==> src/rtl/sb_pkg.sv <==
`timescale 1ns/1ps
package sb_pkg;

    typedef enum logic [1:0] {
        LANE_IDLE  = 2'd0,
        LANE_HOLD  = 2'd1,
        LANE_DRAIN = 2'd2
    } lane_state_t;

endpackage

==> src/rtl/sb_ring.sv <==
`timescale 1ns/1ps
module sb_ring #(
    parameter int DW    = 16,
    parameter int DEPTH = 8,
    parameter int IN_W  = 2,
    parameter int OUT_W = 2
) (
    input  logic                   clk,
    input  logic                   rst_n,
    input  logic                   clr,
    input  logic [$clog2(IN_W+1)-1:0]  wr_n,
    input  logic [IN_W*DW-1:0]     wr_data,
    input  logic [$clog2(OUT_W+1)-1:0] rd_n,
    output logic [OUT_W*DW-1:0]    rd_data,
    output logic [$clog2(DEPTH+1)-1:0] count
);
    localparam int AW = (DEPTH > 1) ? $clog2(DEPTH) : 1;
    localparam int CW = $clog2(DEPTH + 1);

    logic [DW-1:0] mem [DEPTH];
    logic [AW-1:0] head;
    logic [AW-1:0] tail;

    function automatic logic [AW-1:0] ptr_add(input logic [AW-1:0] p, input int k);
        int s;
        s = int'(p) + k;
        if (s >= DEPTH) s = s - DEPTH;
        return AW'(s);
    endfunction

    always_ff @(posedge clk) begin
        for (int i = 0; i < IN_W; i++) begin
            if (!clr && (i < int'(wr_n)))
                mem[ptr_add(tail, i)] <= wr_data[i*DW +: DW];
        end
    end

    always_ff @(posedge clk) begin
        if (!rst_n || clr) begin
            head  <= '0;
            tail  <= '0;
            count <= '0;
        end else begin
            head  <= ptr_add(head, int'(rd_n));
            tail  <= ptr_add(tail, int'(wr_n));
            count <= CW'(int'(count) + int'(wr_n) - int'(rd_n));
        end
    end

    always_comb begin
        for (int j = 0; j < OUT_W; j++)
            rd_data[j*DW +: DW] = mem[ptr_add(head, j)];
    end

    AST_RING_BOUND: assert property (@(posedge clk) disable iff (!rst_n)
        int'(count) <= DEPTH);
    AST_RING_NO_UNDERRUN: assert property (@(posedge clk) disable iff (!rst_n)
        int'(rd_n) <= int'(count));

endmodule

==> src/rtl/sb_lane.sv <==
`timescale 1ns/1ps
module sb_lane
    import sb_pkg::*;
#(
    parameter int DW    = 16,
    parameter int DEPTH = 8,
    parameter int IN_W  = 2,
    parameter int OUT_W = 2
) (
    input  logic                       clk,
    input  logic                       rst_n,
    input  logic [IN_W-1:0]            take,
    input  logic [IN_W*DW-1:0]         slot_data,
    input  logic                       ld_done,
    input  logic                       grant,
    input  logic [$clog2(OUT_W+1)-1:0] room,
    output lane_state_t                state_o,
    output logic [OUT_W*DW-1:0]        rd_data,
    output logic [$clog2(OUT_W+1)-1:0] pop_n,
    output logic                       flush_vld,
    output logic [DW-1:0]              flush_inst
);
    localparam int IWB = $clog2(IN_W + 1);
    localparam int OWB = $clog2(OUT_W + 1);
    localparam int CW  = $clog2(DEPTH + 1);

    lane_state_t       state_q, state_d;
    logic [CW-1:0]     count;
    logic [IWB-1:0]    rank;
    logic [IWB-1:0]    wr_n;
    logic [IN_W*DW-1:0] wr_data;
    logic              ovf;
    logic [DW-1:0]     ovf_data;
    int                count_after;

    sb_ring #(.DW(DW), .DEPTH(DEPTH), .IN_W(IN_W), .OUT_W(OUT_W)) u_ring (
        .clk     (clk),
        .rst_n   (rst_n),
        .clr     (ovf),
        .wr_n    (wr_n),
        .wr_data (wr_data),
        .rd_n    (pop_n),
        .rd_data (rd_data),
        .count   (count)
    );

    // Acceptance in slot order; first slot that does not fit triggers overflow.
    always_comb begin
        ovf      = 1'b0;
        ovf_data = '0;
        wr_data  = '0;
        rank     = '0;
        if (state_q != LANE_DRAIN) begin
            for (int i = 0; i < IN_W; i++) begin
                if (take[i] && !ovf) begin
                    if (int'(count) + int'(rank) < DEPTH) begin
                        wr_data[int'(rank)*DW +: DW] = slot_data[i*DW +: DW];
                        rank = rank + IWB'(1);
                    end else begin
                        ovf      = 1'b1;
                        ovf_data = slot_data[i*DW +: DW];
                    end
                end
            end
        end
        wr_n = ovf ? '0 : rank;
    end

    // Replay amount: bounded by granted room and remaining entries.
    always_comb begin
        pop_n = '0;
        if (state_q == LANE_DRAIN && grant) begin
            if (int'(room) < int'(count)) pop_n = room;
            else                          pop_n = OWB'(count);
        end
        count_after = ovf ? 0 : int'(count) + int'(wr_n) - int'(pop_n);
    end

    // Next-state logic
    always_comb begin
        state_d = state_q;
        unique case (state_q)
            LANE_IDLE: begin
                if (ovf)            state_d = LANE_IDLE;
                else if (wr_n != '0) state_d = ld_done ? LANE_DRAIN : LANE_HOLD;
                else                state_d = LANE_IDLE;
            end
            LANE_HOLD: begin
                if (ovf)          state_d = LANE_IDLE;
                else if (ld_done) state_d = LANE_DRAIN;
                else              state_d = LANE_HOLD;
            end
            LANE_DRAIN: begin
                if (count_after == 0) state_d = LANE_IDLE;
                else                  state_d = LANE_DRAIN;
            end
            default: state_d = LANE_IDLE;
        endcase
    end

    // State register
    always_ff @(posedge clk) begin
        if (!rst_n) state_q <= LANE_IDLE;
        else        state_q <= state_d;
    end

    // Registered outputs
    always_ff @(posedge clk) begin
        if (!rst_n) begin
            flush_vld  <= 1'b0;
            flush_inst <= '0;
        end else begin
            flush_vld <= ovf;
            if (ovf) flush_inst <= ovf_data;
        end
    end

    assign state_o = state_q;

    AST_FLUSH_EMPTIES: assert property (@(posedge clk) disable iff (!rst_n)
        flush_vld |-> (count == '0 && state_q == LANE_IDLE));
    AST_DRAIN_NO_FILL: assert property (@(posedge clk) disable iff (!rst_n)
        (state_q == LANE_DRAIN) |=> (count <= $past(count)));
    AST_HOLD_NONEMPTY: assert property (@(posedge clk) disable iff (!rst_n)
        (state_q != LANE_IDLE) |-> (count != '0));
    AST_IDLE_EMPTY: assert property (@(posedge clk) disable iff (!rst_n)
        (state_q == LANE_IDLE) |-> (count == '0));

endmodule

==> src/rtl/sb_pick.sv <==
`timescale 1ns/1ps
module sb_pick #(
    parameter int NT = 2,
    parameter int TW = 1
) (
    input  logic [NT-1:0] req,
    output logic [NT-1:0] gnt,
    output logic [TW-1:0] idx,
    output logic          any
);
    always_comb begin
        gnt = '0;
        idx = '0;
        for (int t = NT - 1; t >= 0; t--) begin
            if (req[t]) begin
                gnt    = '0;
                gnt[t] = 1'b1;
                idx    = TW'(t);
            end
        end
        any = |req;
    end
endmodule

==> src/rtl/stall_park_buf.sv <==
`timescale 1ns/1ps
module stall_park_buf
    import sb_pkg::*;
#(
    parameter int NT    = 2,
    parameter int DEPTH = 8,
    parameter int IN_W  = 2,
    parameter int OUT_W = 2,
    parameter int DW    = 16,
    localparam int TW   = (NT > 1) ? $clog2(NT) : 1,
    localparam int OWB  = $clog2(OUT_W + 1)
) (
    input  logic                clk,
    input  logic                rst_n,
    input  logic [NT-1:0]       stall_mask,
    input  logic [IN_W-1:0]     iss_vld,
    input  logic [IN_W*TW-1:0]  iss_tid,
    input  logic [IN_W-1:0]     iss_rdy,
    input  logic [IN_W*DW-1:0]  iss_inst,
    input  logic [NT-1:0]       ld_done,
    input  logic [OWB-1:0]      dq_room,
    output logic [OUT_W-1:0]    disp_vld,
    output logic [TW-1:0]       disp_tid,
    output logic [OUT_W*DW-1:0] disp_inst,
    output logic                rename_hold,
    output logic [NT-1:0]       flush_vld,
    output logic [NT*DW-1:0]    flush_inst
);
    lane_state_t          lane_st  [NT];
    logic [OUT_W*DW-1:0]  lane_rd  [NT];
    logic [OWB-1:0]       lane_pop [NT];
    logic [NT-1:0]        drain_req;
    logic [NT-1:0]        gnt;
    logic [TW-1:0]        gidx;
    logic                 any_drain;
    logic [OWB-1:0]       room_c;

    assign room_c = (int'(dq_room) > OUT_W) ? OWB'(OUT_W) : dq_room;

    for (genvar t = 0; t < NT; t++) begin : g_lane
        logic [IN_W-1:0] take;
        always_comb begin
            for (int i = 0; i < IN_W; i++)
                take[i] = iss_vld[i] && stall_mask[t] && !iss_rdy[i]
                          && (iss_tid[i*TW +: TW] == TW'(t));
        end

        sb_lane #(.DW(DW), .DEPTH(DEPTH), .IN_W(IN_W), .OUT_W(OUT_W)) u_lane (
            .clk        (clk),
            .rst_n      (rst_n),
            .take       (take),
            .slot_data  (iss_inst),
            .ld_done    (ld_done[t]),
            .grant      (gnt[t]),
            .room       (room_c),
            .state_o    (lane_st[t]),
            .rd_data    (lane_rd[t]),
            .pop_n      (lane_pop[t]),
            .flush_vld  (flush_vld[t]),
            .flush_inst (flush_inst[t*DW +: DW])
        );

        assign drain_req[t] = (lane_st[t] == LANE_DRAIN);
    end

    sb_pick #(.NT(NT), .TW(TW)) u_pick (
        .req (drain_req),
        .gnt (gnt),
        .idx (gidx),
        .any (any_drain)
    );

    always_comb begin
        disp_inst = lane_rd[gidx];
        disp_tid  = gidx;
        for (int j = 0; j < OUT_W; j++)
            disp_vld[j] = any_drain && (j < int'(lane_pop[gidx]));
    end

    assign rename_hold = any_drain;

    AST_ONE_GRANT: assert property (@(posedge clk) disable iff (!rst_n)
        $onehot0(gnt));
    AST_DISP_LIMIT: assert property (@(posedge clk) disable iff (!rst_n)
        $countones(disp_vld) <= int'(room_c));
    AST_DISP_UNDER_HOLD: assert property (@(posedge clk) disable iff (!rst_n)
        (|disp_vld) |-> rename_hold);
    AST_NO_FLUSH_WHILE_DRAIN: assert property (@(posedge clk) disable iff (!rst_n)
        (|(flush_vld & drain_req)) |-> 1'b0);

endmodule

==> config.mk <==
export PLATFORM = sky130hd
export DESIGN_NAME = stall_park_buf
export DESIGN_NICKNAME = d
export VERILOG_FILES = /design/src/rtl/sb_pkg.sv /design/src/rtl/sb_ring.sv /design/src/rtl/sb_lane.sv /design/src/rtl/sb_pick.sv /design/src/rtl/stall_park_buf.sv
export SDC_FILE = /design/constraint.sdc
export NUM_CORES = 1
export LEC_CHECK = 0
export BUFFER_PORTS_ARGS = -buffer_cell sky130_fd_sc_hd__buf_4
export CAP_MARGIN = 25
export CORE_ASPECT_RATIO = 0.75
export CORE_MARGIN = 4
export CORE_UTILIZATION = 45
export CTS_BUF_LIST = sky130_fd_sc_hd__clkbuf_8
export CTS_CLUSTER_SIZE = 30
export DETAILED_ROUTE_END_ITERATION = 8
export SLEW_MARGIN = 20
export SYNTH_ARGS = -nofsm -noshare
export SYNTH_HDL_FRONTEND = slang
export SYNTH_SLANG_ARGS = --single-unit
==> constraint.sdc <==
create_clock -name clk -period 10.6 [get_ports clk]
set_input_delay 0.53 -clock clk [delete_from_list [all_inputs] [get_ports clk]]
set_output_delay 0.53 -clock clk [all_outputs]
set_load 0.05 [all_outputs]
==> results.cfg, run 1 <==
[setup_path]
criticalPathCategory = flop to flop
reg2reg_depth = 14
rrSetupSlack_ps = 6430
arrival_ps = 4670
r2r_end = g_lane[1].u_lane.state_o[1]
end_kind = flop
r2r_start = g_lane[1].u_lane.u_ring.count[3]
startpoint_type = flop
path_max_fanout = 17
worstPathRequired_ps = 11090

[sta]
timing.final.crit_share = 0.394
max_slew_margin = 0.230
hold_violations = 0
rsz0062_at_grt = no
tightest_slew_ps = 1150
maxSlewViolCount = 0
fin_setup_tns_ps = 0
hold_ws_ps = 90.2
fin_crit_ps = 4170
setup_viol_count_final = 0
finClkSkew_ps = 38.4
fmax_mhz = 240

[floorplan]
ios = 116
die_h_um = 185
core_um2 = 40900
die_w_um = 243
die_area_um2 = 44900
row_count = 64
start_util = 0.457

[cts]
clkTransAtPathRegs_ps = 60
htree_levels = 2
post_cts_buffers = 0
root_buffer = clkbuf_8
numCtsBuffers = 53
ctsHoldBuffers = 0
cts_resized = 0
clk_latency_ps = 640
cts_max_path_buffers = 3
cts_tree = built
numClockSinks = 314

[pwr]
irDropWorstVdd_v = 0.0000777
p_leak_nw = 7.64
powerDensity_nw_per_um2 = 122
power_mw = 2.58

[final_layout]
drive_above_1_share = 0.243
final_common_cell = edfxtp_1
antenna_cells = 0
area_delta_synth_final_pct = 12.6
most-common-layout-cells = 256 x edfxtp_1, 211 x nand2_1, 164 x mux2i_1, 157 x buf_4, 128 x mux4_2
instances_no_fill = 2224
nets = 1693
fin_util = 0.515

[yosys]
synthDominantCellAreaShare = 0.411
ys.flop_type = edfxtp_1
synth_area_leaders = edfxtp_1 41%, mux4_2 15%, mux2i_1 8.8%, dfxtp_1 6.2%, nand2_1 4.2%
ys_ff_latch = 314
synth-seq-area-share = 0.473
syn_area_um2 = 18700
synth_nets = 1599
async_flop_share = 0
synth.largest_area_cell = edfxtp_1
ys_types = 68
synth_area_per_cell_um2 = 12.3
synth_edf_count = 256
syn-instance-count = 1525
synth_warnings = 0

[worst_hold_path]
hold_class = primary input to flop
worstHoldStart = ld_done[0]
whs_endpoint = g_lane[0].u_lane.state_o[0]
holdPathStages = 2

[drt]
wl_um = 59000
vias = 13786
routedWlPerCell_um = 26.5
drt-initial-drc-count = 1549
drtPass1Iterations = 6
drtAntennaViolNets = 0
drc = 0
viasPerCell = 6.20

[run]
maxCapViolations = 0

[global_route]
grt_remaining_overflow = 0
grt_pass1_wl_um = 87300
grt_max_degree = 66
antenna_found_initial = 0
grt_pass1_vias = 13664
grt.total_usage = 0.260

[place]
gp_congestion = 0.842
dp_cells = 2124
portBuffers = 115
dp_hpwl_um = 39500

[status]
outcome = complete, no violations
-- critical path: stages (launching register included) --
cell     delay (ps)
dfxtp_1         460
nor2_2          790
ha_1            380
a21oi_1         140
nor4b_1         100
ha_1            270
fa_1            550
inv_1            70
fa_1            450
and3_1          180
ha_1            190
nor2b_1         100
nand4_1         100
o21ai_0         200
a21oi_1          90
-- kinds of logic after synthesis --
kind of cell	count (synthesis)	synth area share
compound gates	336	0.113
flops	314	0.473
fa+ha+maj	28	0.0215
mux	293	0.242
xor+xnor	17	0.00796
simple gates	393	0.105
buf+inv	144	0.0381
-- layer usage --
layer  routed length (µm)  track usage  vias to the layer above
li1                     -            -                     6086
met1                25300        0.381                     6891
met2                25900        0.393                      707
met3                 6130       0.0544                      102
met4                 1750       0.0778                        0
met5                    0            0                        -
-- cell usage after synthesis, types with 8 or more instances --
library cell,n
buf_2,45
nor3_1,9
mux2i_1,164
inv_1,21
nor3b_1,9
buf_6,8
a22oi_1,27
a21boi_0,11
o21ai_1,17
a221oi_1,8
o211ai_1,9
o2bb2ai_1,11
clkbuf_1,50
nor2_1,48
nor2_4,10
dfxtp_1,58
o21ai_0,129
a211o_1,8
a211oi_1,31
buf_4,15
nand3_1,11
a22o_1,21
nor2b_1,41
xor2_1,9
xnor2_1,8
nand2_1,211
ha_1,21
edfxtp_1,256
mux4_2,128
a21oi_1,49
-- sequential cells by signal (all words and copies together) (netlist names) --
register	cells
g_lane.u_lane.flush_inst	32
g_lane.u_lane.flush_vld	2
g_lane.u_lane.state_o	4
g_lane.u_lane.u_ring.count	8
g_lane.u_lane.u_ring.head	6
g_lane.u_lane.u_ring.mem	256
g_lane.u_lane.u_ring.tail	6
-- power breakdown --
group          internal (mW)  switching, mW  leakage (nW)
registers               1.34         0.0110          2.75
clock network          0.484          0.520         0.554
logic                 0.0811          0.144          4.34
-- stage by stage --
step / area, µm² / setup WS (ps)
finish: 21100 / 6430
global route: 21100 / 6210
CTS: 21100 / 6410
detailed placement: 20100 / 5950
global placement: 20100 / 6040
floorplan: 18700 / 6650
-- how the worst max path moves through the flow --
stage	startpoint	to	slack, ps	depth (start not counted)
2_1_floorplan	iss_rdy[0]	g_lane[1].u_lane.u_ring.mem[0][0]	6650	10
3_3_place_gp	iss_rdy[0]	g_lane[1].u_lane.state_o[1]	6040	16
3_5_place_dp	iss_rdy[0]	g_lane[1].u_lane.state_o[1]	5950	18
4_1_cts	g_lane[0].u_lane.u_ring.head[0]	disp_inst[21]	6410	6
5_1_grt	g_lane[1].u_lane.u_ring.count[1]	g_lane[1].u_lane.state_o[1]	6210	17
6_report	g_lane[1].u_lane.u_ring.count[3]	g_lane[1].u_lane.state_o[1]	6430	14
-- layout make-up --
class,count,area (µm²)
fillers,3612,19900
multi-input cells,1067,9260
flip-flops and latches,314,8860
repair buffers,161,1220
clock buffers,55,757
well taps,561,702
clock inverters,44,194
inverters,22,82.6
(Power assumes the default switching activity.)
==> inputs of run 2 (changes only) <==
--- a/config.mk
+++ b/config.mk
@@ -5,6 +5,7 @@
 export SDC_FILE = /design/constraint.sdc
 export NUM_CORES = 1
 export LEC_CHECK = 0
+export ABC_AREA = 1
 export BUFFER_PORTS_ARGS = -buffer_cell sky130_fd_sc_hd__buf_4
 export CAP_MARGIN = 25
 export CORE_ASPECT_RATIO = 0.75
==> constraint.sdc (replaced) <==
create_clock -name clk -period 4.05 [get_ports clk]
set_input_delay 0.2025 -clock clk [delete_from_list [all_inputs] [get_ports clk]]
set_output_delay 0.2025 -clock clk [all_outputs]
set_load 0.05 [all_outputs]
==> run 2 against run 1 <==
Effect of this change: register-to-register slack got worse by 6100 ps; sequential share of layout area fell by 2.2 points; first-iteration DRC count rose by 52%; flip-flop and latch count did not move; wire length rose by 23%; via count rose by 38%; count of clock-buffer cells in the layout rose by 10; maximum frequency rose by 12%; cell count rose by 43%; critical path depth rose by 6; power rose to 2.9 times the previous value; clock power rose to 2.9 times the previous value; critical endpoint unchanged.
==> results.cfg, run 2 <==
[drt]
routedWlPerCell_um = 22.9
drtAntennaViolNets = 0
wl_um = 72600
drtPass1Iterations = 6
drt-initial-drc-count = 2362
drc = 0
vias = 19076
viasPerCell = 6.02

[setup_path]
path_max_fanout = 5
arrival_ps = 4240
criticalPathCategory = flop to flop
end_kind = flop
worstPathRequired_ps = 4560
startpoint_type = flop

[place]
dp_hpwl_um = 47900
dp_cells = 3034
gp_congestion = 0.933
dp_slack_ps = 289
portBuffers = 115

[sta]
hold_violations = 0
finClkSkew_ps = 31.2
fmax_mhz = 268
setup_ws_ps = 323
fin_crit_ps = 3730
fin_setup_tns_ps = 0
setup_viol_count_final = 0
tightest_slew_ps = 1020
timing.final.crit_share = 0.920
maxSlewViolCount = 0
rsz0062_at_grt = no
max_slew_margin = 0.317

[pwr]
irDropWorstVdd_v = 0.000225
powerDensity_nw_per_um2 = 335
p_leak_nw = 8.10

[floorplan]
die_w_um = 246
die_h_um = 187
die_area_um2 = 46100
ios = 116
row_count = 65
start_util = 0.456
core_um2 = 42100

[yosys]
synth_area_per_cell_um2 = 7.87
synth_warnings = 0
syn_area_um2 = 19200
ys.flop_type = edfxtp_1
post-synth-top-count-cell = o21ai_0
ys_types = 50
async_flop_share = 0
synthDominantCellAreaShare = 0.401
synth_nets = 2514
synth_commonest_cells = 477 x o21ai_0, 444 x nand2_1, 256 x edfxtp_1
synth-seq-area-share = 0.461
synth.largest_area_cell = edfxtp_1
ys_ff_latch = 314
synth_edf_count = 256
syn-instance-count = 2440
synth_area_leaders = edfxtp_1 40%, o21ai_0 12%, nand2_1 8.7%, dfxtp_1 6.0%, a21oi_1 5.6%

[final_layout]
nets = 2631
area_delta_synth_final_pct = 15.7
final_common_cell = o21ai_0
fillCellCount = 4041
largest_reg_flops = 256
largest_register = g_lane.u_lane.u_ring.mem
drive_above_1_share = 0.127
most-common-layout-cells = 477 x o21ai_0, 444 x nand2_1, 256 x edfxtp_1, 219 x inv_1, 214 x a21oi_1
instances_no_fill = 3171
multi_input_area_um2 = 8930
antenna_cells = 0
regArea_um2 = 8860
fin_util = 0.527
reg_top3 = g_lane.u_lane.u_ring.mem: 256 flops, g_lane.u_lane.flush_inst: 32 flops, g_lane.u_lane.u_ring.count: 8 flops

[cts]
cts_tree = built
root_buffer = clkbuf_8
htree_levels = 2
clk_latency_ps = 660
cts_max_path_buffers = 3
clkTransAtPathRegs_ps = 50
numCtsBuffers = 54
numClockSinks = 314

[global_route]
grt.total_usage = 0.307
grt_remaining_overflow = 0
grt_pass1_wl_um = 108000
antenna_found_initial = 1
grt_pass1_vias = 17586
grt_max_degree = 258

[worst_hold_path]
hold_class = primary input to flop

[run]
maxCapViolations = 0

[status]
outcome = complete, no violations
-- run 2: cell families after synthesis --
family	count (synthesis)	share of synthesized area
buffers and inverters	381	0.0780
XOR/XNOR	10	0.00456
flip-flops	314	0.461
AND/OR/NAND/NOR	775	0.173
adder cells (fa/ha/maj)	28	0.0210
AO/OA/AOI/OAI	932	0.263
-- run 2: per-stage QoR --
step,area (µm²),hold WS [ps],total power [mW]
after global routing,22200,50.2,7.70
after CTS,22200,11.8,7.45
final,22200,65.6,7.44
after floorplan,19200,280,4.18
after detailed placement,20800,387,4.52
after global placement,20800,378,4.51
-- run 2: what timing repair did --
action,in CTS,in global routing
endpoints found under the hold margin,32,0
gates resized for setup,0,2
hold buffers,34,0
setup buffers,0,0
endpoints found under the setup margin,0,1
-- run 2: critical path, stage by stage (launching register included) --
cell and delay (ps):
dfxtp_1 410, nand3_1 180, nor2_4 190, nor2_2 60
ha_1 260, o21ai_0 160, a21oi_1 60, nand2_1 80
inv_1 60, ha_1 220, fa_1 540, inv_1 70
fa_1 450, nand2_1 80, nor2_1 40, ha_1 280
nand2_1 50, nor3b_1 180, nand3_1 100, nand2_1 70
a21oi_1 60
-- run 2: power by group --
group | internal (mW) | switching, mW
logic | 0.288 | 0.664
registers | 3.51 | 0.0278
clock network | 1.51 | 1.44
total | 5.31 | 2.13
-- run 2: routing by layer --
layer,part of all wire,vias up,track usage,routed length (µm)
li1,-,8802,-,-
met5,0.00019,-,0,14
met2,0.41,1258,0.431,29500
met4,0.036,2,0.112,2640
met1,0.43,8858,0.466,31000
met3,0.13,156,0.0658,9460
-- run 2: final timing paths --
check                                   startpoint  slack, ps                         endpoint  depth (start not counted)
setup / recovery  g_lane[1].u_lane.u_ring.count[2]        320      g_lane[1].u_lane.state_o[1]                         20
hold / removal                        iss_inst[30]         70  g_lane[1].u_lane.flush_inst[14]                          3
setup reg to reg  g_lane[1].u_lane.u_ring.count[2]        320      g_lane[1].u_lane.state_o[1]                         20
hold reg to reg     g_lane[1].u_lane.flush_inst[3]        490   g_lane[1].u_lane.flush_inst[3]                          2
-- run 2: cell type report --
class                   count  share of cell area
clock buffers              65              0.0403
clock inverters            36             0.00794
inverters                 216              0.0365
multi-input cells        1745               0.402
flip-flops and latches    314               0.399
well taps                 569              0.0321
repair buffers            226              0.0824
